**config.mk**
```make
export PLATFORM = sky130hd
export DESIGN_NAME = txq_frame_dequeuer
export DESIGN_NICKNAME = d
export VERILOG_FILES = /design/src/rtl/txq_frame_dequeuer.sv
export SDC_FILE = /design/constraint.sdc
export NUM_CORES = 1
export LEC_CHECK = 0
export BUFFER_PORTS_ARGS = -buffer_cell sky130_fd_sc_hd__buf_2
export CAP_MARGIN = 20
export CORE_ASPECT_RATIO = 0.6
export CORE_MARGIN = 1.5
export CORE_UTILIZATION = 67
export CTS_BUF_LIST = sky130_fd_sc_hd__clkbuf_2
export CTS_CLUSTER_DIAMETER = 150
export DETAILED_ROUTE_END_ITERATION = 12
export PLACE_DENSITY_LB_ADDON = 0.3
export SYNTH_ARGS = -nofsm -noshare
export SYNTH_HDL_FRONTEND = slang
export SYNTH_SLANG_ARGS = --single-unit
```
**constraint.sdc**
```tcl
create_clock -name clk -period 8.7 [get_ports clk]
set_input_delay 1.305 -clock clk [delete_from_list [all_inputs] [get_ports clk]]
set_output_delay 1.305 -clock clk [all_outputs]
set_load 0.005 [all_outputs]
```
**src/rtl/txq_frame_dequeuer.sv**
```systemverilog
module txq_frame_dequeuer #(
  parameter int AW   = 11,
  parameter int MAXB = 2000
) (
  input  logic          clk,
  input  logic          rst_n,
  input  logic          crc_en,
  input  logic          big_endian,
  input  logic [AW:0]   q_avail,
  output logic [AW-1:0] q_rd_addr,
  input  logic [15:0]   q_rd_data,
  output logic [AW-1:0] head_ptr,
  output logic [7:0]    tx_data,
  output logic          tx_valid,
  output logic          tx_last,
  input  logic          tx_ready,
  output logic [5:0]    st_fid,
  output logic          st_done,
  output logic          st_err,
  output logic          irq,
  input  logic          irq_clr
);
  localparam int BW = 11;

  typedef enum logic [2:0] {S_IDLE, S_HDR, S_WAIT, S_DATA, S_CRC} st_t;
  st_t state;

  logic [AW-1:0] head;
  logic [6:0]    ctrl_q;
  logic [BW-1:0] bc, idx;
  logic [1:0]    k;
  logic [31:0]   crc;
  logic          crc_on;
  logic [BW:0]   sent_q;

  wire [15:0]   hdr     = big_endian ? {q_rd_data[7:0], q_rd_data[15:8]} : q_rd_data;
  wire          hdr_unused = ^hdr[14:6];
  wire [BW-1:0] hdr_bc  = hdr[10:0];
  wire          bad_bc  = (hdr_bc == '0) || (32'(hdr_bc) > MAXB);
  wire [BW:0]   nwords  = (BW+1)'(2) + (({1'b0, bc} + (BW+1)'(1)) >> 1);
  wire          last_dt = (idx == bc - BW'(1));
  wire [31:0]   crc_inv = ~crc;
  wire          fire    = tx_valid && tx_ready;
  wire          end_fire = fire && tx_last;

  function automatic logic [31:0] crc_step(input logic [31:0] c, input logic [7:0] d);
    logic [31:0] r;
    r = c ^ {24'h0, d};
    for (int i = 0; i < 8; i++) r = r[0] ? ((r >> 1) ^ 32'hEDB88320) : (r >> 1);
    return r;
  endfunction

  assign head_ptr = head;
  assign tx_valid = (state == S_DATA) || (state == S_CRC);
  assign tx_last  = (state == S_DATA && last_dt && !crc_on) || (state == S_CRC && k == 2'd3);

  always_comb begin
    case (state)
      S_IDLE:  q_rd_addr = head;
      S_HDR:   q_rd_addr = head + AW'(1);
      default: q_rd_addr = head + AW'(2) + AW'(idx >> 1);
    endcase
    if (state == S_CRC) tx_data = 8'(crc_inv >> {k, 3'b000});
    else                tx_data = idx[0] ? q_rd_data[15:8] : q_rd_data[7:0];
  end

  always_ff @(posedge clk or negedge rst_n) begin
    if (!rst_n) begin
      state <= S_IDLE; head <= '0; ctrl_q <= '0; bc <= '0; idx <= '0; k <= '0;
      crc <= '1; crc_on <= 1'b0; st_fid <= '0; st_done <= 1'b0; st_err <= 1'b0;
    end else begin
      case (state)
        S_IDLE: if (32'(q_avail) >= 2) begin
          ctrl_q <= {hdr[15], hdr[5:0]};
          state  <= S_HDR;
        end
        S_HDR: begin
          st_fid  <= ctrl_q[5:0];
          st_done <= 1'b0;
          if (bad_bc) begin
            st_err <= 1'b1;
            head   <= head + AW'(2);
            state  <= S_IDLE;
          end else begin
            st_err <= 1'b0;
            bc     <= hdr_bc;
            idx    <= '0;
            k      <= '0;
            crc    <= '1;
            crc_on <= crc_en;
            state  <= S_WAIT;
          end
        end
        S_WAIT: if (32'(q_avail) >= 32'(nwords)) state <= S_DATA;
        S_DATA: if (fire) begin
          crc <= crc_step(crc, tx_data);
          idx <= idx + BW'(1);
          if (last_dt) begin
            if (crc_on) state <= S_CRC;
            else begin
              head <= head + AW'(nwords); st_done <= 1'b1; state <= S_IDLE;
            end
          end
        end
        S_CRC: if (fire) begin
          k <= k + 2'd1;
          if (k == 2'd3) begin
            head <= head + AW'(nwords); st_done <= 1'b1; state <= S_IDLE;
          end
        end
        default: state <= S_IDLE;
      endcase
    end
  end

  always_ff @(posedge clk or negedge rst_n) begin
    if (!rst_n)                      irq <= 1'b0;
    else if (end_fire && ctrl_q[6])  irq <= 1'b1;
    else if (irq_clr)                irq <= 1'b0;
  end

  always_ff @(posedge clk or negedge rst_n) begin
    if (!rst_n)        sent_q <= '0;
    else if (end_fire) sent_q <= '0;
    else if (fire)     sent_q <= sent_q + (BW+1)'(1);
  end

  a_r9_hold_on_stall: assert property (@(posedge clk) disable iff (!rst_n)
    tx_valid && !tx_ready |=> tx_valid && $stable(tx_data));
  a_r5_byte_total: assert property (@(posedge clk) disable iff (!rst_n)
    end_fire |-> (32'(sent_q) + 1 == 32'(bc) + (crc_on ? 4 : 0)));
  a_r4_no_tx_on_error: assert property (@(posedge clk) disable iff (!rst_n)
    st_err |-> !tx_valid);
  a_r11_irq_after_last: assert property (@(posedge clk) disable iff (!rst_n)
    $rose(irq) |-> $past(end_fire));
  a_r10_done_after_last: assert property (@(posedge clk) disable iff (!rst_n)
    $rose(st_done) |-> $past(end_fire));
  a_r8_whole_frame_ready: assert property (@(posedge clk) disable iff (!rst_n)
    $rose(tx_valid) |-> $past(32'(q_avail) >= 32'(nwords)));
endmodule

```
==> flow_metrics.py <==
metrics = {
    "run_status": {
        "outcome": "completed",
    },
    "critical_path": {
        "crit_arrival_ps": 3590,
        "reg2reg_depth": 13,
        "crit_path_end_kind": "primary output",
        "crit_fanout": 8,
        "worst-setup-path-type": "reg2out",
        "required_ps": 7390,
        "cp-start-kind": "register",
    },
    "timing": {
        "hold_viol": 0,
        "clock.fmax_mhz": 204,
        "final.period_utilization_pct": 56.2,
        "fin_crit_ps": 4890,
        "slew_violations": 0,
        "rsz0062_at_grt": "no",
        "skew_ps": 45.6,
        "slew_headroom_pct": 34.1,
        "worst_slew_pin_slew_ps": 985,
        "finalSetupViolCount": 0,
        "fin_setup_tns_ps": 0,
    },
    "placed_design": {
        "globalplace.congestion": 0.937,
        "dp_hpwl_microns": 15700,
        "postPlaceCellArea_sq_um": 7980,
        "numPortBuffers": 74,
    },
    "route": {
        "finalWirelength_microns": 20700,
        "drtAntennaViolNets": 0,
        "viasPerCell": 6.47,
        "routed-via-count": 6634,
        "wl_per_cell_microns": 20.2,
        "detail_route.first_pass.iterations": 6,
        "drcViolationCount": 0,
        "detail_route.iter0.violations": 572,
    },
    "power": {
        "p_leak_nw": 3.49,
        "ir_drop_mv": 0.278,
        "power.density_nw_per_um2": 480,
    },
    "floorplan": {
        "io_pins": 75,
        "core-area_sq_um": 10800,
        "start_util_pct": 70.0,
        "die_x_microns": 140,
        "die-area_sq_um": 11900,
        "row_count": 29,
        "die_h_microns": 85.2,
    },
    "clock_tree": {
        "numClockSinks": 87,
        "cts_tree": "done",
        "clk_pin_slew_ps": 280,
        "htree_levels": 3,
        "post_cts_buffers": 0,
        "clk_path_buf_depth": 2,
        "clkLatencyLatePin_ps": 610,
        "cts_root_buf": "clkbuf_2",
        "cts_resized": 0,
        "cts_buffers": 9,
        "cts_hold_buffers": 0,
    },
    "cells_and_area": {
        "fillers": 742,
        "diodes": 0,
        "syn_to_final_growth_pct": 7.88,
        "drive_gt1_share_pct": 20.4,
        "fin_area_sq_um": 8140,
        "fin_nets": 956,
    },
    "synthesis": {
        "synthDistinctLibCells": 75,
        "netlist_area_sq_um": 7550,
        "syn_inst": 829,
        "synthFlopType": "dfrtp_1",
        "synth_edf_count": 0,
        "syn_nets": 904,
        "syn_area_per_cell_sq_um": 9.10,
        "async_flop_share_pct": 100,
        "ys_warn_count": 0,
        "synth-seq-cells": 87,
        "synth_seq_area_share_pct": 29.4,
    },
    "grt": {
        "grt-ovfl-total": 0,
        "grt_max_degree": 83,
        "grt_pass1_vias": 6348,
        "grt_antenna_before_repair": 0,
        "grtUsageTotal_pct": 35.8,
        "grt_pass1_wl_microns": 33100,
    },
    "min_path": {
        "worstHoldPathType": "in2async",
    },
    "run": {
        "cap_violations": 0,
    },
}
[kinds of logic after synthesis]
| logic type | count (synthesis) | share of synthesized area [%] |
|---|---|---|
| xor gates and xnor gates | 142 | 19.4 |
| buffers and inverters | 76 | 4.08 |
| DFF | 87 | 29.4 |
| AOI/OAI and AO/OA | 175 | 14.4 |
| muxes | 48 | 9.07 |
| and+or+nand+nor | 258 | 16.4 |
| adders and majority gates | 42 | 7.13 |
| other | 1 | 0.0497 |
[cells in the final DEF (no fill, tap or decap), types with 4 or more instances in the layout]
cell type  count
and2_1         6
mux2i_1       22
nor2b_1        6
buf_4          9
mux2i_4        7
nor4_1        13
buf_2         73
mux4_2         8
xor2_2         5
clkbuf_2      10
and3_1         4
ha_1          39
nand2_1       57
nand4_1       13
a21oi_1       69
nor3_1        17
o21bai_1       6
o211ai_1       7
dfstp_2       32
o21a_1         4
xor2_4         8
mux2_2         9
nor2_1        92
nand3_1       19
dfrtp_1       55
xor2_1        55
o21ai_1       20
nand2b_1      11
a31oi_1        6
o21ai_0       22
a21o_1         8
o22a_1         5
xnor2_1       71
a211oi_1       8
inv_1         33
[cell type report]
type	instances	area, sq um	area share [%]
Clock buffer	10	50.0	0.615
Inverter	34	128	1.57
Tap cell	139	174	2.14
Sequential cell	87	2220	27.2
Clock inverter	6	85.1	1.05
Timing Repair Buffer	83	460	5.66
Multi-Input combinational cell	666	5030	61.7
[final timing paths]
kind | start | endpoint | slack [ps]
worst max-delay path | bc[0]$_DFFE_PN0P_ | tx_last | 3810
worst max register to register | bc[0]$_DFFE_PN0P_ | head_ptr[10]$_DFFE_PN0P_ | 4420
max in group asynchronous | rst_n | crc[23]$_DFFE_PN1P_ | 7330
worst min register to register | crc[19]$_DFFE_PN1P_ | crc[19]$_DFFE_PN1P_ | 500
min in group clk | crc[19]$_DFFE_PN1P_ | crc[19]$_DFFE_PN1P_ | 500
worst min-delay path | rst_n | head_ptr[7]$_DFFE_PN0P_ | 420
[registers in the layout, summed over array words and instances (netlist names), 2 cells and up]
| signal | flops |
|---|---|
| bc | 11 |
| crc | 32 |
| ctrl_q | 7 |
| head_ptr | 11 |
| idx | 11 |
| k | 2 |
| st_fid | 6 |
| state | 3 |
[worst max-delay path: stages, from the launching register on]
cell and delay [ps]:
dfrtp_1 510, inv_1 90, ha_1 230, or4b_1 560, nor4_1 330, xnor2_1 170
nand4_1 210, a211oi_2 370, nand2_1 120, o21ai_1 260, buf_2 160
[cells in the mapped netlist, types with 7 or more instances]
cell type	instances	area [sq um]
o211ai_1	7	52.6
nand4_1	13	81.3
a211oi_1	8	60.1
nand2_1	57	214
mux2i_1	22	220
mux2_2	9	101
xor2_4	8	220
ha_1	39	488
mux4_2	8	180
nor3_1	18	90.1
a21oi_1	69	345
o21ai_0	22	110
nand3_1	19	95.1
xor2_1	55	482
o21ai_1	20	100
nor2_1	92	345
dfrtp_1	55	1380
xnor2_1	71	622
inv_1	33	124
mux2i_4	7	158
a21o_1	8	60.1
dfstp_2	32	841
clkbuf_1	35	131
nor4_1	13	81.3
nand2b_1	11	68.8
[through the flow]
stage	utilization, %	hold slack, ps	worst slack [ps]	instances	total power, W
floorplan	-	447	4980	829	0.00293
CTS	75.3	438	3850	1024	0.00385
finish	75.5	423	3810	1025	0.00391
detailed placement	74.0	470	4500	1008	0.00359
global placement	74.0	456	4680	1008	0.00345
global route	75.5	404	3580	1025	0.00420
[per-layer routing]
metal  GRT usage, %  wire length, microns
met4           7.85                   282
met1           51.0                  8870
met3           10.2                  2470
met2           54.9                  9030
met5              0                     0
[where the power goes]
part	switching, W	internal (W)	total, W
combinational	0.00154	0.00122	0.00276
clock	0.000154	0.0000957	0.000250
sequential	0.000276	0.000625	0.000901
(Power assumes the default switching activity.)
